**config.mk**
```make
export PLATFORM = sky130hd
export DESIGN_NAME = dctpp_top
export DESIGN_NICKNAME = d
export VERILOG_FILES = /design/src/rtl/dctpp_pkg.sv /design/src/rtl/dctpp_ctrl.sv /design/src/rtl/dctpp_lane.sv /design/src/rtl/dctpp_top.sv
export SDC_FILE = /design/constraint.sdc
export NUM_CORES = 1
export LEC_CHECK = 0
export ABC_AREA = 1
export BUFFER_PORTS_ARGS = -buffer_cell sky130_fd_sc_hd__buf_4
export CAP_MARGIN = 10
export CORE_UTILIZATION = 50
export DETAILED_ROUTE_END_ITERATION = 10
export GPL_TIMING_DRIVEN = 0
export PLACE_DENSITY = 0.67
export SKIP_CTS_REPAIR_TIMING = 1
export SYNTH_ARGS = -nofsm -noshare
export SYNTH_HDL_FRONTEND = slang
export SYNTH_SLANG_ARGS = --single-unit
```
**constraint.sdc**
```tcl
create_clock -name clk -period 7.6 [get_ports clk]
set_input_delay 0 -clock clk [delete_from_list [all_inputs] [get_ports clk]]
set_output_delay 0 -clock clk [all_outputs]
set_load 0.005 [all_outputs]
```
**src/rtl/dctpp_pkg.sv**
```systemverilog
package dctpp_pkg;

    typedef enum logic [0:0] {S_WAIT, S_FRAME} pp_state_t;

    // G^j mod n: channel-1 output index on beat j of a frame
    function automatic int perm_of(int n, int g, int j);
        int r;
        r = 1;
        for (int i = 0; i < j; i++) r = (r * g) % n;
        return r;
    endfunction

    // floor(cos(k*pi/(2n)) * 2^(m-1)), positive for 0 < k < n
    function automatic int coef_of(int n, int m, int k);
        real a;
        a = 3.14159265358979 * k / (2.0 * n);
        return $rtoi($floor($cos(a) * (2.0 ** (m - 1))));
    endfunction

endpackage

```
**src/rtl/dctpp_ctrl.sv**
```systemverilog
module dctpp_ctrl
    import dctpp_pkg::*;
#(
    parameter int N  = 7,
    parameter int G  = 3,
    parameter int W  = 12,
    parameter int KW = $clog2(N)
) (
    input  logic                clk,
    input  logic                rst_n,
    input  logic                in_valid,
    input  logic                in_tag,
    input  logic signed [W-1:0] in_xa0,
    output logic                beat,
    output logic                first,
    output logic [KW-1:0]       k1,
    output logic [KW-1:0]       k2,
    output logic signed [W-1:0] off
);
    localparam int H  = (N - 1) / 2;
    localparam int CW = (H > 1) ? $clog2(H) : 1;
    localparam int PT = 2 ** CW;

    pp_state_t             state, nstate;
    logic [CW-1:0]         cnt, ncnt, jcur;
    logic signed [W-1:0]   held;
    logic [KW-1:0]         ptab [PT];

    for (genvar j = 0; j < PT; j++) begin : g_ptab
        if (j < H) begin : g_used
            assign ptab[j] = KW'(perm_of(N, G, j));
        end else begin : g_spare
            assign ptab[j] = KW'(1);
        end
    end

    always_ff @(posedge clk) begin
        if (!rst_n) begin
            state <= S_WAIT;
            cnt   <= '0;
            held  <= '0;
        end else begin
            state <= nstate;
            cnt   <= ncnt;
            if (beat && in_tag) held <= in_xa0;
        end
    end

    always_comb begin
        beat   = 1'b0;
        jcur   = cnt;
        nstate = state;
        ncnt   = cnt;
        unique case (state)
            S_WAIT: begin
                if (in_valid && in_tag) begin
                    beat = 1'b1;
                    jcur = '0;
                end
            end
            S_FRAME: begin
                if (in_valid) begin
                    beat = 1'b1;
                    jcur = in_tag ? '0 : cnt;
                end
            end
            default: ;
        endcase
        if (beat) begin
            if (jcur == CW'(H - 1)) begin
                nstate = S_WAIT;
                ncnt   = '0;
            end else begin
                nstate = S_FRAME;
                ncnt   = jcur + 1'b1;
            end
        end
        first = beat && in_tag;
        off   = in_tag ? in_xa0 : held;
        k1    = ptab[jcur];
        k2    = KW'(N) - ptab[jcur];
    end

endmodule

```
**src/rtl/dctpp_lane.sv**
```systemverilog
module dctpp_lane
    import dctpp_pkg::*;
#(
    parameter int N  = 7,
    parameter int W  = 12,
    parameter int M  = 12,
    parameter int KW = $clog2(N)
) (
    input  logic                  clk,
    input  logic                  rst_n,
    input  logic                  v_in,
    input  logic signed [W-1:0]   off,
    input  logic signed [W-1:0]   y,
    input  logic [KW-1:0]         k_in,
    output logic                  v_out,
    output logic [KW-1:0]         k_out,
    output logic signed [W+1:0]   x_out
);
    localparam int SW = W + 2;
    localparam int KT = 2 ** KW;

    logic signed [M-1:0]    ctab [KT];
    logic                   s1_v;
    logic [KW-1:0]          s1_k;
    logic signed [SW-1:0]   s1_sum;
    logic signed [SW+M-1:0] prod;

    for (genvar k = 0; k < KT; k++) begin : g_ctab
        if (k > 0 && k < N) begin : g_used
            assign ctab[k] = M'(coef_of(N, M, k));
        end else begin : g_spare
            assign ctab[k] = '0;
        end
    end

    assign prod = s1_sum * ctab[s1_k];

    always_ff @(posedge clk) begin
        if (!rst_n) begin
            s1_v   <= 1'b0;
            s1_k   <= '0;
            s1_sum <= '0;
            v_out  <= 1'b0;
            k_out  <= '0;
            x_out  <= '0;
        end else begin
            s1_v   <= v_in;
            s1_k   <= k_in;
            s1_sum <= SW'(off) + (SW'(y) <<< 1);
            v_out  <= s1_v;
            k_out  <= s1_k;
            x_out  <= prod[M-1 +: SW];
        end
    end

endmodule

```
**src/rtl/dctpp_top.sv**
```systemverilog
module dctpp_top
    import dctpp_pkg::*;
#(
    parameter int N  = 7,
    parameter int G  = 3,
    parameter int W  = 12,
    parameter int M  = 12,
    parameter int KW = $clog2(N)
) (
    input  logic                clk,
    input  logic                rst_n,
    input  logic                in_valid,
    input  logic                in_tag,
    input  logic signed [W-1:0] in_xa0,
    input  logic signed [W-1:0] in_y1,
    input  logic signed [W-1:0] in_y2,
    output logic                out_valid,
    output logic [KW-1:0]       out_k1,
    output logic signed [W+1:0] out_x1,
    output logic [KW-1:0]       out_k2,
    output logic signed [W+1:0] out_x2,
    output logic                dc_valid,
    output logic signed [W-1:0] dc_x
);
    logic                beat, first;
    logic [KW-1:0]       kk   [2];
    logic [KW-1:0]       ko   [2];
    logic signed [W-1:0] yy   [2];
    logic signed [W+1:0] xo   [2];
    logic                vo   [2];
    logic signed [W-1:0] off;
    logic                dc_v1;
    logic signed [W-1:0] dc_d1;

    dctpp_ctrl #(.N(N), .G(G), .W(W), .KW(KW)) u_ctrl (
        .clk(clk), .rst_n(rst_n), .in_valid(in_valid), .in_tag(in_tag),
        .in_xa0(in_xa0), .beat(beat), .first(first),
        .k1(kk[0]), .k2(kk[1]), .off(off)
    );

    assign yy[0] = in_y1;
    assign yy[1] = in_y2;

    for (genvar i = 0; i < 2; i++) begin : g_lane
        dctpp_lane #(.N(N), .W(W), .M(M), .KW(KW)) u_lane (
            .clk(clk), .rst_n(rst_n), .v_in(beat), .off(off), .y(yy[i]),
            .k_in(kk[i]), .v_out(vo[i]), .k_out(ko[i]), .x_out(xo[i])
        );
    end

    always_ff @(posedge clk) begin
        if (!rst_n) begin
            dc_v1    <= 1'b0;
            dc_d1    <= '0;
            dc_valid <= 1'b0;
            dc_x     <= '0;
        end else begin
            dc_v1    <= first;
            dc_d1    <= in_xa0;
            dc_valid <= dc_v1;
            dc_x     <= dc_d1;
        end
    end

    assign out_valid = vo[0] & vo[1];
    assign out_k1    = ko[0];
    assign out_x1    = xo[0];
    assign out_k2    = ko[1];
    assign out_x2    = xo[1];

endmodule

```
Yosys cells after proc, flatten, opt, wreduce, memory -nomap -nowiden
Memories as Yosys holds them, arrays and structs flattened.
Index checks and enable logic that the tools add are counted.
W data, S select, Z words.
{"block": "totals", "regBits": 111, "romBits": 192, "inputBits": 40, "wordCells": 52, "mem_count": 2}
{"memory": "(no name shown)", "depth": 8, "word_bits": 12, "read_ports": 1, "rd_clocked_by_memory_dff": 0, "wr": 0, "line_no": "dctpp_lane.sv:36", "text": "assign prod = s1_sum * ctab[s1_k];"}
{"memory": "(no name shown)", "depth": 8, "word_bits": 12, "read_ports": 1, "rd_clocked_by_memory_dff": 0, "wr": 0, "line_no": "dctpp_lane.sv:36"}
{"block": "op_classes", "n_addsub": 4, "mul": 2, "order_cmp": 3, "eq_ne": 1, "muxes": 17, "bitwise_logic": 4, "reduce_logical": 2}
{"cell": "$mux W12", "count": 5}
{"cell": "$mul A14 B12 Y25", "count": 2}
{"cell": "$add A12 B13 Y14", "count": 2}
{"cell": "$ge A4 B4 Y1 const B", "count": 2}
{"cell": "$mux W2", "count": 4}
{"cell": "$not A3 Y4", "count": 2}
{"cell": "$bmux W3 S2", "count": 1}
{"cell": "$mux W3", "count": 2}
{"cell": "$pmux W2 S2", "count": 1}
{"cell": "$ge A3 B3 Y1 const B", "count": 1}
{"cell": "$mux W1", "count": 3}
{"cell": "$not A2 Y3", "count": 1}
{"cell": "$sub A3 B3 Y3 const A", "count": 1}
{"cell": "$add A2 B1 Y2 const B", "count": 1}
{"cell": "$eq A2 B2 Y1 const B", "count": 1}
{"cell": "$logic_and A1 B1 Y1", "count": 2}
{"cell": "$pmux W1 S2", "count": 1}
{"cell": "$not A1 Y1", "count": 1}

Longest topological paths before layout
{"block": "logic_depth", "word_depth": 8, "ltp_mapped": 28, "mapped_depth_nobuf": 27}

Hierarchy
Synthesis repeated with hierarchy kept, for this count alone.
{"block": "unflattened", "hier_cells": 2100, "area_unflattened_um2": 16213.0}
{"mod": "dctpp_lane at g_lane[1].u_lane", "instances": 1, "cells_per_inst": 970, "area_each_um2": 7367.1}
{"mod": "dctpp_lane at g_lane[0].u_lane", "instances": 1, "cells_per_inst": 921, "area_each_um2": 7288.2}
{"mod": "dctpp_ctrl", "instances": 1, "cells_per_inst": 126, "area_each_um2": 800.8}
{"mod": "dctpp_top", "instances": 1, "cells_per_inst": 83, "area_each_um2": 757.0}

Worst setup path before layout
Ideal clock, no wire load.
{"block": "synth_path", "path_kind": "flip-flop to flip-flop", "start": "reg g_lane[0].u_lane.s1_k[0]", "end": "reg g_lane[0].u_lane.x_out[12]", "arrival_ns": 5.237, "setup_slack_ns": 2.250, "path_stages_with_launch": 25, "synth_period_minus_slack_ns": 5.350, "cell_sequence": "dfxtp_1 -> clkbuf_1 -> clkbuf_1 -> inv_1 -> ha_1 -> clkbuf_1 -> nand2_1 -> fa_1 -> inv_1 -> fa_1 -> fa_1 -> fa_1 -> inv_1 -> fa_1 -> inv_1 -> ha_1 -> nand2_1 -> nor2_1 -> inv_1 -> o21ai_1 -> nand2_1 -> nand3_1 -> nand2_1 -> nand2_1 -> nor2_1"}
{"block": "synth_via", "elab_chain_cells": 5}
{"element": "start, declared", "line_no": "dctpp_lane.sv:24", "text": "logic [KW-1:0] s1_k;"}
{"element": "start signal, assigned", "line_no": "dctpp_lane.sv:48", "text": "s1_k <= k_in;"}
{"element": "$not A3 Y4 (not written as such)", "line_no": "dctpp_lane.sv:36"}
{"element": "$mem_v2 Z8 W12"}
{"element": "$mux W12 (not written as such) (2 in a row)", "line_no": "dctpp_lane.sv:36"}
{"element": "$mul A14 B12 Y25", "line_no": "dctpp_lane.sv:36"}
{"element": "end signal, assigned", "line_no": "dctpp_lane.sv:52", "text": "x_out <= prod[M-1 +: SW];"}
{"element": "end, declared", "line_no": "dctpp_lane.sv:17", "text": "output logic signed [W+1:0] x_out"}
No other way between the ends. The select of a mux whose other input is x is not followed.
A chain may end at the register's enable or synchronous reset.

Worst setup path in the final report
{"block": "layout_path", "start": "reg g_lane[0].u_lane.s1_k[0]", "end": "reg g_lane[0].u_lane.x_out[13]"}
The elaborated chain is that of the path after synthesis.

==> impl_metrics.csv <==
group,metric,value,unit
floorplanning,rows,63,
worst_setup_path,worst-path-buf-inv,7,
sta,min_period,6.61,ns
worst_setup_path,worstSetupPathType,"flop to flop",
finish,antenna_cells,0,
global_routing,grt_overflow_total,0,
clock_tree,cts_buffers,9,
synth,synth.cell_area,15300,µm²
synth,syn_nets,2399,
worst_setup_path,endpoint_kind,"flop",
finish,finalNetCount,2512,
global_routing,busiest_layer,"met2",
power_and_ir_drop,clkPwrFrac,10.3,%
outcome,status,"finished with violations",
synth,muxShareOfSynthArea,0,%
worst_setup_path,r2r_start,"g_lane[0].u_lane.s1_k[0]$_SDFF_PN0_",
outcome,violations,"hold timing",
global_routing,track_usage,26.2,%
min_path,min_to,"g_lane[1].u_lane.s1_sum[1]$_SDFF_PN0_",
route,vias,12300,
global_routing,grt_pass1_vias,12400,
finish,area_growth_syn_to_layout,10.5,%
sta,period_share,87.0,%
sta,worst_slack,0.985,ns
route,drc,0,
sta,skew,0.0216,ns
placement,globalplace.congestion,0.945,
synth,yosys_register_bits,108,
clock_tree,clockBufferDepth,2,
floorplanning,die_h,177,µm
global_routing,gr-usage-met1,35.4,%
global_routing,grt_pass1_wl,62600,µm
clock_tree,cts_tree,"built",
worst_setup_path,arrival,6.88,ns
min_path,hold_class,"primary input to flop",
sta,max-slew-margin-rel,38.6,%
route,avgRoutedWirePerCell,15.8,µm
worst_setup_path,r2r_cells,23,
sta,fmax,0.151,GHz
sta,setup_violations,0,
synth,avgSynthCellArea,7.86,µm²
power_and_ir_drop,p_int,2.22,mW
synth,async_reset_ff_share,0,%
clock_tree,h-tree-depth,3,
clock_tree,cts_num_sinks,108,
worst_setup_path,crit_path_max_incr_delay,0.57,ns
placement,dpl.hpwl,33500,µm
synth,synth_cell_type_count,44,
global_routing,grtUsageMet2,42.9,%
synth,synthFlopType,"dfxtp_1",
clock_tree,worstSkewPairLatency,0.38,ns
worst_setup_path,path_delay_family,"adder cells",
finish,drive_above_1_share,6.68,%
power_and_ir_drop,p_switching,2.68,mW
floorplanning,initial_core_util,51.2,%
floorplanning,io_pins,88,
power_and_ir_drop,sequentialPowerShare,15.2,%
floorplanning,core,29900,µm²
route,wl,38800,µm
route,first_iter_violations,769,
power_and_ir_drop,swShare,54.6,%
power_and_ir_drop,leakage,9.62,nW
route,routed_via_density,5.03,
worst_setup_path,crit_slowest_cell,"fa_1",
placement,io_buffers,86,
synth,synth_top_family_by_area,"adder cells",
worst_setup_path,crit_top_cell,"fa_1",
synth,synth_xor_area_share,0.679,%
clock_tree,clock-root-buffer,"clkbuf_16",
floorplanning,die_area,31300,µm²
worst_setup_path,r2r_slack,0.99,ns
worst_setup_path,crit_fanout,10,
power_and_ir_drop,max-vdd-ir-drop,327,µV
synth,ys_seq_area_share,14.1,%
sta,grt_setup_unrepaired,"no",
worst_setup_path,cp_cell_sequence,"clkbuf_1, clkbuf_1, inv_1, ha_1, clkbuf_1, nand2_1, fa_1, inv_1, fa_1, fa_1, fa_1, inv_1, fa_1, inv_1, ha_1, a21oi_1, o21ai_0, a21oi_1, nand2_1, nor2_1, nand2_1, nand2_1, nor2_1",
synth,synth_fa_ha_area_share,46.4,%
sta,hold_viol,2,
placement,dp_worst_setup_slack,1.11,ns
power_and_ir_drop,pwr-share-comb,74.5,%
synth,synthCells,1947,
sta,slew_viol_final,0,
synth,synth-simple-area-share,16.6,%
sta,worst_pin_slew,0.921,ns
worst_setup_path,critPathLaunchType,"flop",
global_routing,grt_max_degree,22,
global_routing,antenna_found_initial,0,
clock_tree,clkSlewWorstSetupHoldPaths,0.08,ns
min_path,hold_start,"in_y2[0]",
finish,fillers,2800,
worst_setup_path,rr_endpoint,"g_lane[0].u_lane.x_out[13]$_SDFF_PN0_",
synth,synth_warnings,0,
min_path,min_delay_path_depth,4,
synth,synth_compound_gate_area_share,7.67,%
route,ant_nets,0,
sta,finalSetupTns,0,ns
power_and_ir_drop,power.density,290,nW/µm²
route,drt_pre_antenna_iters,5,
synth,synth_enable_flop_cells,0,
floorplanning,die_w,177,µm
flow_run,cap_viol_max_count,0,
global_routing,gr-usage-met3,3.99,%
worst_setup_path,worst_ep_required_time,7.86,ns
sta,whs,-0.0307,ns
-- worst max path at each step --
stage | startpoint | end | slack, ns | depth (start not counted)
global placement | g_lane[0].u_lane.s1_k[0]$_SDFF_PN0_ | g_lane[0].u_lane.x_out[13]$_SDFF_PN0_ | 1.14 | 23
detailed placement | g_lane[0].u_lane.s1_k[0]$_SDFF_PN0_ | g_lane[0].u_lane.x_out[13]$_SDFF_PN0_ | 1.11 | 23
CTS | g_lane[0].u_lane.s1_k[0]$_SDFF_PN0_ | g_lane[0].u_lane.x_out[13]$_SDFF_PN0_ | 1.05 | 23
finish | g_lane[0].u_lane.s1_k[0]$_SDFF_PN0_ | g_lane[0].u_lane.x_out[13]$_SDFF_PN0_ | 0.99 | 23
global route | g_lane[0].u_lane.s1_k[0]$_SDFF_PN0_ | g_lane[0].u_lane.x_out[13]$_SDFF_PN0_ | 0.58 | 23
floorplan | g_lane[0].u_lane.s1_k[0]$_SDFF_PN0_ | g_lane[0].u_lane.x_out[12]$_SDFF_PN0_ | 2.25 | 24
-- kinds of logic (layout without fill, tap and decap cells) --
group / Yosys count / count (layout)
AND/OR/NAND/NOR: 612 / 612
buffers and inverters: 585 / 703
adder cells (fa/ha/maj): 412 / 412
AO/OA/AOI/OAI: 218 / 218
flip-flops: 108 / 108
XOR/XNOR: 11 / 11
other: 1 / 1
-- tightest hold or removal path: cells and delay by family --
| family | cells | cell delay, ns |
|---|---|---|
| fa+ha+maj | 1 | 0.13 |
| buf+inv | 2 | 0.13 |
| simple gates | 1 | 0.05 |
-- per-stage QoR --
step | area [µm²] | instances | hold slack (ns) | power, mW | util (%)
floorplan | 15300 | 1947 | 0.0277 | 3.40 | -
global placement | 16400 | 2423 | 0.120 | 4.32 | 55.0
detailed placement | 16400 | 2423 | 0.120 | 4.37 | 55.0
CTS | 16700 | 2439 | -0.282 | 4.91 | 56.0
global route | 16900 | 2455 | 0.00118 | 5.45 | 56.5
finish | 16900 | 2455 | -0.0307 | 4.90 | 56.5
-- layer usage --
| layer | share of wire [%] | up-vias | wire length, µm |
|---|---|---|---|
| li1 | - | 6002 | - |
| met1 | 44 | 5909 | 17100 |
| met2 | 47 | 374 | 18300 |
| met3 | 6.2 | 60 | 2390 |
| met4 | 2.7 | 0 | 1030 |
| met5 | 0 | - | 0 |
-- Yosys cell counts (5+ instances only) --
cell type  instances  area [µm²]
inv_1            544        2040
xnor2_1            5        43.8
ha_1             154        1930
or2_2              5        31.3
o21ai_1           10        50.1
clkbuf_1          28         105
o21a_1            10        75.1
o21ai_0           75         375
dfxtp_1          108        2160
a21o_1             7        52.6
nor3_1            17        85.1
nand4_1            7        43.8
o21bai_1           7        52.6
xor2_1             5        43.8
nor2_1           154         578
nand3_1           49         245
fa_1             258        5160
nand2_2           10        62.6
a21oi_1          101         505
nand2_1          356        1340
-- cells in the final DEF (no fill, tap or decap), types with 9 or more instances in the layout --
cell	synthesis	final
o21ai_0	75	75
clkbuf_16	0	9
clkbuf_1	28	28
a21oi_1	101	101
dfxtp_1	108	108
o21ai_1	10	10
nand2_2	10	10
fa_1	258	258
nor2_1	154	154
buf_4	2	88
inv_1	544	544
nand3_1	49	49
o21a_1	10	10
dlygate4sd3_1	0	16
nand2_1	356	356
nor3_1	17	17
ha_1	154	154
-- cell type report --
cell class	instances	area [µm²]	area share, %
sequential	108	2160	12.8
buffer	36	166	0.985
clock inverter	7	80.1	0.474
clock buffer	9	225	1.33
tap	390	488	2.89
timing repair buffer	102	806	4.77
inverter	549	2060	12.2
multi-input combinational	1254	10900	64.6
-- power by group through the flow --
stage	combinational, mW	sequential, mW	clock, mW
3_3_place_gp	3.56	0.755	0
2_1_floorplan	2.67	0.730	0
4_1_cts	3.65	0.744	0.514
5_1_grt	4.17	0.753	0.532
6_report	3.65	0.744	0.504
3_5_place_dp	3.61	0.755	0
-- sequential cells by signal (all words and copies together), names as in the netlist --
name and flops:
g_lane.u_lane.x_out 28, u_ctrl.held 12, g_lane.u_lane.v_out 1, g_lane.u_lane.s1_sum 27, u_ctrl.state 1, g_lane.u_lane.s1_v 1
dc_valid 1, dc_v1 1, g_lane.u_lane.s1_k 5, u_ctrl.cnt 2, g_lane.u_lane.k_out 5, dc_x 12
dc_d1 12
Power figures use the tool's default switching activity.
